<file path="src/rtl/acq_pkg.sv">
`timescale 1ns/1ps
package acq_pkg;
  typedef enum logic [2:0] {
    ST_IDLE   = 3'd0,
    ST_VSTART = 3'd1,
    ST_VWAIT  = 3'd2,
    ST_CSTART = 3'd3,
    ST_CWAIT  = 3'd4
  } acq_state_e;

  localparam int GRP_VOLT = 0;
  localparam int GRP_CURR = 1;
  localparam int NUM_GRP  = 2;
endpackage

</file>
<file path="src/rtl/acq_rst_sync.sv">
`timescale 1ns/1ps
module acq_rst_sync #(
  parameter int STAGES = 2
) (
  input  logic clk,
  input  logic rst_n_i,
  output logic rst_n_o
);
  logic [STAGES-1:0] sh_q;

  always_ff @(posedge clk or negedge rst_n_i) begin
    if (!rst_n_i) sh_q <= '0;
    else          sh_q <= {sh_q[STAGES-2:0], 1'b1};
  end

  assign rst_n_o = sh_q[STAGES-1];
endmodule

</file>
<file path="src/rtl/acq_timer.sv">
`timescale 1ns/1ps
module acq_timer #(
  parameter int TMO_CLKS = 700
) (
  input  logic clk,
  input  logic rst_n,
  input  logic clr_i,
  input  logic run_i,
  output logic expired_o
);
  localparam int TW = $clog2(TMO_CLKS);
  localparam logic [TW-1:0] LAST = TW'(TMO_CLKS - 1);

  logic [TW-1:0] cnt_q, cnt_d;
  logic          cnt_en;

  always_comb begin
    cnt_en = clr_i || (run_i && (cnt_q != LAST));
    cnt_d  = clr_i ? '0 : cnt_q + TW'(1);
  end

  always_ff @(posedge clk or negedge rst_n) begin
    if (!rst_n)      cnt_q <= '0;
    else if (cnt_en) cnt_q <= cnt_d;
  end

  assign expired_o = run_i && (cnt_q == LAST);

  // the count never passes the timeout limit
  p_tmr_cap_r8: assert property (@(posedge clk) disable iff (!rst_n)
    cnt_q <= LAST);

  // clearing restarts the window from zero
  p_tmr_clear_r8: assert property (@(posedge clk) disable iff (!rst_n)
    clr_i |=> (cnt_q == '0));
endmodule

</file>
<file path="src/rtl/acq_bank.sv">
`timescale 1ns/1ps
module acq_bank #(
  parameter int CH = 3,
  parameter int DW = 13
) (
  input  logic             clk,
  input  logic             rst_n,
  input  logic             clr_i,
  input  logic             wr_i,
  input  logic [DW-1:0]    din_i,
  output logic             full_o,
  output logic [CH*DW-1:0] dout_o
);
  localparam int IW = $clog2(CH + 1);

  logic [IW-1:0] idx_q, idx_d;
  logic          idx_en;
  logic          take;

  assign full_o = (idx_q == IW'(CH));
  assign take   = wr_i && !full_o;

  always_comb begin
    idx_en = clr_i || take;
    idx_d  = clr_i ? '0 : idx_q + IW'(1);
  end

  always_ff @(posedge clk or negedge rst_n) begin
    if (!rst_n)      idx_q <= '0;
    else if (idx_en) idx_q <= idx_d;
  end

  for (genvar k = 0; k < CH; k++) begin : g_slot
    logic [DW-1:0] slot_q;
    logic          slot_en;

    assign slot_en = take && (idx_q == IW'(k));

    always_ff @(posedge clk or negedge rst_n) begin
      if (!rst_n)       slot_q <= '0;
      else if (slot_en) slot_q <= din_i;
    end

    assign dout_o[k*DW +: DW] = slot_q;
  end

  // the stored samples move only when a word is taken
  p_hold_r6: assert property (@(posedge clk) disable iff (!rst_n)
    !take |=> $stable(dout_o));

  // the first word of a conversion lands in channel 0
  p_first_slot_r3: assert property (@(posedge clk) disable iff (!rst_n)
    (take && idx_q == '0) |=> (dout_o[DW-1:0] == $past(din_i)));

  // once full, further words leave the samples untouched
  p_full_ignore_r3: assert property (@(posedge clk) disable iff (!rst_n)
    (full_o && !clr_i) |=> $stable(dout_o));
endmodule

</file>
<file path="src/rtl/acq_fsm.sv">
`timescale 1ns/1ps
module acq_fsm
  import acq_pkg::*;
#(
  parameter int OVR_W = 8
) (
  input  logic             clk,
  input  logic             rst_n,
  input  logic             trig_i,
  input  logic             busy_i,
  input  logic             dvalid_i,
  input  logic [1:0]       full_i,
  input  logic             tmo_i,
  output logic             start_o,
  output logic             grp_o,
  output logic             tmr_clr_o,
  output logic             tmr_run_o,
  output logic [1:0]       bank_clr_o,
  output logic [1:0]       bank_wr_o,
  output logic             vrdy_o,
  output logic             crdy_o,
  output logic             err_o,
  output logic [OVR_W-1:0] ovr_o
);
  acq_state_e       state_q, state_d;
  logic             vrdy_q, vrdy_d, crdy_q, crdy_d;
  logic             err_q, err_d;
  logic [OVR_W-1:0] ovr_q;
  logic             ovr_en;
  logic             active;

  assign active = (state_q != ST_IDLE);

  always_comb begin
    state_d = state_q;
    vrdy_d  = 1'b0;
    crdy_d  = 1'b0;
    err_d   = err_q;
    unique case (state_q)
      ST_IDLE: begin
        if (trig_i) begin
          state_d = ST_VSTART;
          err_d   = 1'b0;
        end
      end
      ST_VSTART: state_d = ST_VWAIT;
      ST_VWAIT: begin
        if (full_i[GRP_VOLT] && !busy_i) begin
          state_d = ST_CSTART;
          vrdy_d  = 1'b1;
        end else if (tmo_i) begin
          state_d = ST_IDLE;
          err_d   = 1'b1;
        end
      end
      ST_CSTART: state_d = ST_CWAIT;
      ST_CWAIT: begin
        if (full_i[GRP_CURR] && !busy_i) begin
          state_d = ST_IDLE;
          crdy_d  = 1'b1;
        end else if (tmo_i) begin
          state_d = ST_IDLE;
          err_d   = 1'b1;
        end
      end
      default: state_d = ST_IDLE;
    endcase
  end

  assign ovr_en = trig_i && active && (ovr_q != '1);

  always_ff @(posedge clk or negedge rst_n) begin
    if (!rst_n) begin
      state_q <= ST_IDLE;
      vrdy_q  <= 1'b0;
      crdy_q  <= 1'b0;
      err_q   <= 1'b0;
    end else begin
      state_q <= state_d;
      vrdy_q  <= vrdy_d;
      crdy_q  <= crdy_d;
      err_q   <= err_d;
    end
  end

  always_ff @(posedge clk or negedge rst_n) begin
    if (!rst_n)      ovr_q <= '0;
    else if (ovr_en) ovr_q <= ovr_q + OVR_W'(1);
  end

  always_comb begin
    start_o              = (state_q == ST_VSTART) || (state_q == ST_CSTART);
    grp_o                = (state_q == ST_CSTART) || (state_q == ST_CWAIT);
    tmr_clr_o            = start_o;
    tmr_run_o            = (state_q == ST_VWAIT) || (state_q == ST_CWAIT);
    bank_clr_o[GRP_VOLT] = (state_q == ST_VSTART);
    bank_clr_o[GRP_CURR] = (state_q == ST_CSTART);
    bank_wr_o[GRP_VOLT]  = (state_q == ST_VWAIT) && dvalid_i;
    bank_wr_o[GRP_CURR]  = (state_q == ST_CWAIT) && dvalid_i;
  end

  assign vrdy_o = vrdy_q;
  assign crdy_o = crdy_q;
  assign err_o  = err_q;
  assign ovr_o  = ovr_q;

  // a start request lasts one clock
  p_start_pulse_r2: assert property (@(posedge clk) disable iff (!rst_n)
    start_o |=> !start_o);

  // voltages-ready coincides with the current-group start
  p_vrdy_align_r4: assert property (@(posedge clk) disable iff (!rst_n)
    vrdy_q |-> (start_o && grp_o));

  // voltages-ready lasts one clock
  p_vrdy_pulse_r4: assert property (@(posedge clk) disable iff (!rst_n)
    vrdy_q |=> !vrdy_q);

  // currents-ready is one clock wide and leaves the sequencer idle
  p_crdy_idle_r5: assert property (@(posedge clk) disable iff (!rst_n)
    crdy_q |-> (!active && !start_o));
  p_crdy_pulse_r5: assert property (@(posedge clk) disable iff (!rst_n)
    crdy_q |=> !crdy_q);

  // a trigger during an acquisition never restarts it
  p_no_restart_r7: assert property (@(posedge clk) disable iff (!rst_n)
    (trig_i && active) |=> (state_q != ST_VSTART));

  // an unsaturated overrun count steps by one
  p_ovr_step_r7: assert property (@(posedge clk) disable iff (!rst_n)
    (trig_i && active && ovr_q != '1) |=> (ovr_q == $past(ovr_q) + OVR_W'(1)));

  // the error flag rises only as the sequencer returns to idle
  p_err_idle_r8: assert property (@(posedge clk) disable iff (!rst_n)
    $rose(err_q) |-> (!active && !vrdy_q && !crdy_q));
endmodule

</file>
<file path="src/rtl/acq_seq.sv">
`timescale 1ns/1ps
module acq_seq
  import acq_pkg::*;
#(
  parameter int DW         = 13,
  parameter int CH         = 3,
  parameter int TMO_CLKS   = 700,
  parameter int OVR_W      = 8,
  parameter int RST_STAGES = 2
) (
  input  logic             clk,
  input  logic             rst_n,
  input  logic             trig_i,
  output logic             adc_start_o,
  output logic             adc_grp_o,
  input  logic             adc_busy_i,
  input  logic             adc_dvalid_i,
  input  logic [DW-1:0]    adc_data_i,
  output logic [CH*DW-1:0] volt_o,
  output logic [CH*DW-1:0] curr_o,
  output logic             volt_rdy_o,
  output logic             curr_rdy_o,
  output logic             err_o,
  output logic [OVR_W-1:0] ovr_cnt_o
);
  logic               rst_sync_n;
  logic               tmr_clr, tmr_run, tmo;
  logic [1:0]         bank_clr, bank_wr, bank_full;
  logic [CH*DW-1:0]   bank_dout [NUM_GRP];

  acq_rst_sync #(.STAGES(RST_STAGES)) u_rst (
    .clk     (clk),
    .rst_n_i (rst_n),
    .rst_n_o (rst_sync_n)
  );

  acq_fsm #(.OVR_W(OVR_W)) u_fsm (
    .clk        (clk),
    .rst_n      (rst_sync_n),
    .trig_i     (trig_i),
    .busy_i     (adc_busy_i),
    .dvalid_i   (adc_dvalid_i),
    .full_i     (bank_full),
    .tmo_i      (tmo),
    .start_o    (adc_start_o),
    .grp_o      (adc_grp_o),
    .tmr_clr_o  (tmr_clr),
    .tmr_run_o  (tmr_run),
    .bank_clr_o (bank_clr),
    .bank_wr_o  (bank_wr),
    .vrdy_o     (volt_rdy_o),
    .crdy_o     (curr_rdy_o),
    .err_o      (err_o),
    .ovr_o      (ovr_cnt_o)
  );

  acq_timer #(.TMO_CLKS(TMO_CLKS)) u_tmr (
    .clk       (clk),
    .rst_n     (rst_sync_n),
    .clr_i     (tmr_clr),
    .run_i     (tmr_run),
    .expired_o (tmo)
  );

  for (genvar g = 0; g < NUM_GRP; g++) begin : g_grp
    acq_bank #(.CH(CH), .DW(DW)) u_bank (
      .clk    (clk),
      .rst_n  (rst_sync_n),
      .clr_i  (bank_clr[g]),
      .wr_i   (bank_wr[g]),
      .din_i  (adc_data_i),
      .full_o (bank_full[g]),
      .dout_o (bank_dout[g])
    );
  end

  assign volt_o = bank_dout[GRP_VOLT];
  assign curr_o = bank_dout[GRP_CURR];

  // voltage samples are frozen while the current group converts
  p_volt_frozen_r6: assert property (@(posedge clk) disable iff (!rst_sync_n)
    (adc_grp_o && !adc_start_o) |=> $stable(volt_o));

  // group select is 0 on the first start of an acquisition
  p_first_grp_r2: assert property (@(posedge clk) disable iff (!rst_sync_n)
    (adc_start_o && !volt_rdy_o) |-> !adc_grp_o);
endmodule

</file>
<file path="config.mk">
export PLATFORM = sky130hd
export DESIGN_NAME = acq_seq
export DESIGN_NICKNAME = d
export VERILOG_FILES = /design/src/rtl/acq_pkg.sv /design/src/rtl/acq_rst_sync.sv /design/src/rtl/acq_timer.sv /design/src/rtl/acq_bank.sv /design/src/rtl/acq_fsm.sv /design/src/rtl/acq_seq.sv
export SDC_FILE = /design/constraint.sdc
export NUM_CORES = 1
export LEC_CHECK = 0
export BUFFER_PORTS_ARGS = -buffer_cell sky130_fd_sc_hd__buf_2
export CAP_MARGIN = 20
export CORE_MARGIN = 10
export CORE_UTILIZATION = 23
export CTS_CLUSTER_DIAMETER = 120
export DETAILED_ROUTE_END_ITERATION = 12
export HOLD_SLACK_MARGIN = 0.1
export PLACE_DENSITY = 0.51
export SETUP_SLACK_MARGIN = 0.2
export SYNTH_ARGS = -nofsm -noshare
export SYNTH_HDL_FRONTEND = slang
export SYNTH_SLANG_ARGS = --single-unit
</file>
<file path="constraint.sdc">
create_clock -name clk -period 4.3 [get_ports clk]
set_input_delay 0.645 -clock clk [delete_from_list [all_inputs] [get_ports clk]]
set_output_delay 0.645 -clock clk [all_outputs]
set_load 0.01 [all_outputs]
</file>
==> impl_results.md <==
* Antenna Nets Post-Route at 0
* Remaining DRCs at 0
* Vias at 3032
* CTS buffer count at 9
* Antenna cells at 0
* Clock tree buffer depth at 2
* Hold Buf Count CTS at 1
* Share of layout cells above drive strength 1 at 0.4733
* Cell Pwr Density at 674.3 nW/um^2
* Mapped cell area at 4726 um^2
* Final Setup Violations at 0
* Iteration count of the initial detailed-routing pass at 4
* Slew margin rel. at 0.4854
* Fin nets at 473
* Row count at 52
* Average wire per standard cell at 16.71 um
* Setup Fix Bufs, Post-CTS at 0
* RePlAce Congestion at 0.7871
* Final Cell Area at 5882 um^2
* Drt via density at 4.211
* Synth cell types at 45
* Vias in the first global route at 3188
* Clock Skew at 0.01018 ns
* Reg2reg start: u_fsm.state_q[2]
* Dpl hpwl at 8.708 mm
* Die Y at 163.3 um
* Post-synthesis async set-or-reset flop share at 1.000
* WHS at 0.1694 ns
* H-tree depth at 3
* Worst-path clk slew at 0.07 ns
* Post-Synthesis Net Count at 364
* Worst-skew pair later-pin latency at 0.36 ns
* Initial Util at 0.2336
* FMAX at 0.4100 GHz
* EDFF count, synth at 0
* Flops & latches, synth at 108
* Dpl cell area at 5532 um^2
* DP Cell Count at 702
* Cell Count, Final, Fillers Out at 720
* Post-CTS resize count at 0
* Kind of critical path: flip-flop to flip-flop
* I/O pin total at 109
* Synth Flop Type: dfrtp_1
* Clk root buf: clkbuf_16
* Final Critical Period at 2.439 ns
* IO Port Bufs at 108
* Placeable Area at 20230 um^2
* Hold Path Class: flip-flop to async pin
* WP data required at 4.54 ns
* Post-Syn Instances at 336
* CP endpoint kind: flip-flop
* First-pass GRT wire length at 18.75 mm
* DRT iter0 DRCs at 281
* Critical path startpoint: u_fsm.state_q[2]
* RSZ-0062 raised after global routing: no
* VDD IR max at 0.0002043 V
* Hold violation count in the final report at 0
* Sequential area share after synthesis at 0.5719
* Status: completed
* Initial antenna violation count at 0
* Max-Cap Viols at 0
* Critical path arrival at 2.68 ns
* Final Slew Violations at 0
* Syn avg cell area at 14.06 um^2
* Critical Path Source Type: flip-flop
* Synth warnings at 0
* Period utilization at 0.5672
* CTS tree: yes
* Total die area at 26680 um^2
* Synthesis-to-layout area growth at 24.46%
* GRT Residual Overflow at 0
* Leak at 3.030 nW
* Final core occ at 0.2907
* Largest net degree at the start of global routing at 78
* TNS Setup at 0 ns
* CTS Sinks at 108
* GRT Overall Usage at 0.09077
* Least-Margin Pin Slew at 0.7700 ns
* Die Width at 163.3 um
* Max Fanout on Critical Path at 19
* Detailed Route WL at 12.03 mm
## worst max-delay path, stage by stage, from the launching register on
cell     delay, ns
dfrtp_1       0.70
or3b_4        0.49
nor3b_4       0.47
nand2_4       0.29
mux2_4        0.37
## cell usage after synthesis, types with 2 or more instances
library cell / count / share of area
buf_2: 4 / 0.0042
o211ai_1: 4 / 0.0064
buf_6: 4 / 0.0095
nor3_1: 2 / 0.0021
nand3_1: 5 / 0.0053
mux2_4: 30 / 0.095
mux2i_1: 4 / 0.0085
and3_1: 6 / 0.0079
nor2_1: 18 / 0.014
xor2_1: 10 / 0.019
inv_1: 9 / 0.0071
clkbuf_1: 4 / 0.0032
nand4b_1: 2 / 0.0037
nor2b_1: 5 / 0.0066
mux2_2: 49 / 0.12
nand4_1: 9 / 0.012
dfrtp_1: 108 / 0.57
a21oi_1: 4 / 0.0042
nand2_1: 11 / 0.0087
xnor2_1: 6 / 0.011
o21ai_0: 2 / 0.0021
nor4b_1: 2 / 0.0037
ha_1: 10 / 0.026
nand2_4: 3 / 0.0071
o31a_1: 2 / 0.0037
and2_1: 4 / 0.0053
## final timing paths
kind,slack (ns),end,depth (start not counted)
max reg2reg,1.86,g_grp[1].u_bank.g_slot[0].slot_q[3],4
max in group asynchronous,3.11,g_grp[1].u_bank.g_slot[1].slot_q[12],2
max,1.86,g_grp[1].u_bank.g_slot[0].slot_q[3],4
min,0.17,g_grp[1].u_bank.g_slot[1].slot_q[5],0
min in group clk,0.36,u_rst.sh_q[1],0
min reg2reg,0.17,g_grp[1].u_bank.g_slot[1].slot_q[5],0
## per-stage QoR
stage / power, mW / setup WS, ns
global placement: 3.111 / 1.926
detailed placement: 3.156 / 1.865
CTS: 4.041 / 1.849
finish: 3.966 / 1.861
global route: 4.240 / 1.727
floorplan: 2.542 / 1.069
## logic make-up after synthesis
kind of cell,Yosys count,share of synthesized area
XOR/XNOR,16,0.02965
other,1,0.0007935
adder cells (fa/ha/maj),10,0.02648
buffers and inverters,23,0.02647
AND/OR/NAND/NOR,75,0.09320
multiplexers,83,0.2205
AO/OA/AOI/OAI,20,0.03098
flip-flops,108,0.5719
## routing by layer
layer | global-route usage | vias to the layer above | wire (um)
met1 | 0.1129 | 1530 | 5340
met5 | 0 | - | 0
met4 | 0.03320 | 0 | 173
met3 | 0.03020 | 12 | 827
met2 | 0.1433 | 85 | 5688
li1 | - | 1405 | -
## cells in the final DEF (no fill, tap or decap), types with 5 or more instances in the layout
cell,count
buf_2,108
dfrtp_1,107
mux2_2,49
mux2_4,30
nor2_1,18
nand2_1,11
xor2_1,10
ha_1,10
inv_1,9
nand4_1,9
clkbuf_16,9
and3_1,6
xnor2_1,6
nor2b_1,5
nand3_1,5
## final cells by class
type / instances / area (um^2)
clock buffers: 11 / 252.7
clock inverters: 5 / 60.06
repair buffers: 112 / 593.1
inverters: 9 / 33.78
multi-input cells: 205 / 1898
well taps: 270 / 337.8
fillers: 2076 / 14350
flip-flops and latches: 108 / 2706
## where the power goes
| part | switching, mW | total [mW] | internal (mW) |
|---|---|---|---|
| clock | 0.383 | 0.867 | 0.484 |
| sequential | 0.319 | 1.72 | 1.40 |
| combinational | 0.661 | 1.38 | 0.715 |
## state kept, by name (all words and copies together) (netlist names)
| register | flops |
|---|---|
| u_fsm.err_o | 1 |
| u_fsm.state_q | 3 |
| u_rst.sh_q | 2 |
| u_fsm.vrdy_o | 1 |
| u_fsm.ovr_o | 8 |
| g_grp.u_bank.g_slot.slot_q | 78 |
| g_grp.u_bank.idx_q | 4 |
| u_tmr.cnt_q | 10 |
| u_fsm.crdy_o | 1 |
No activity file was read; power rests on OpenSTA's default activity.
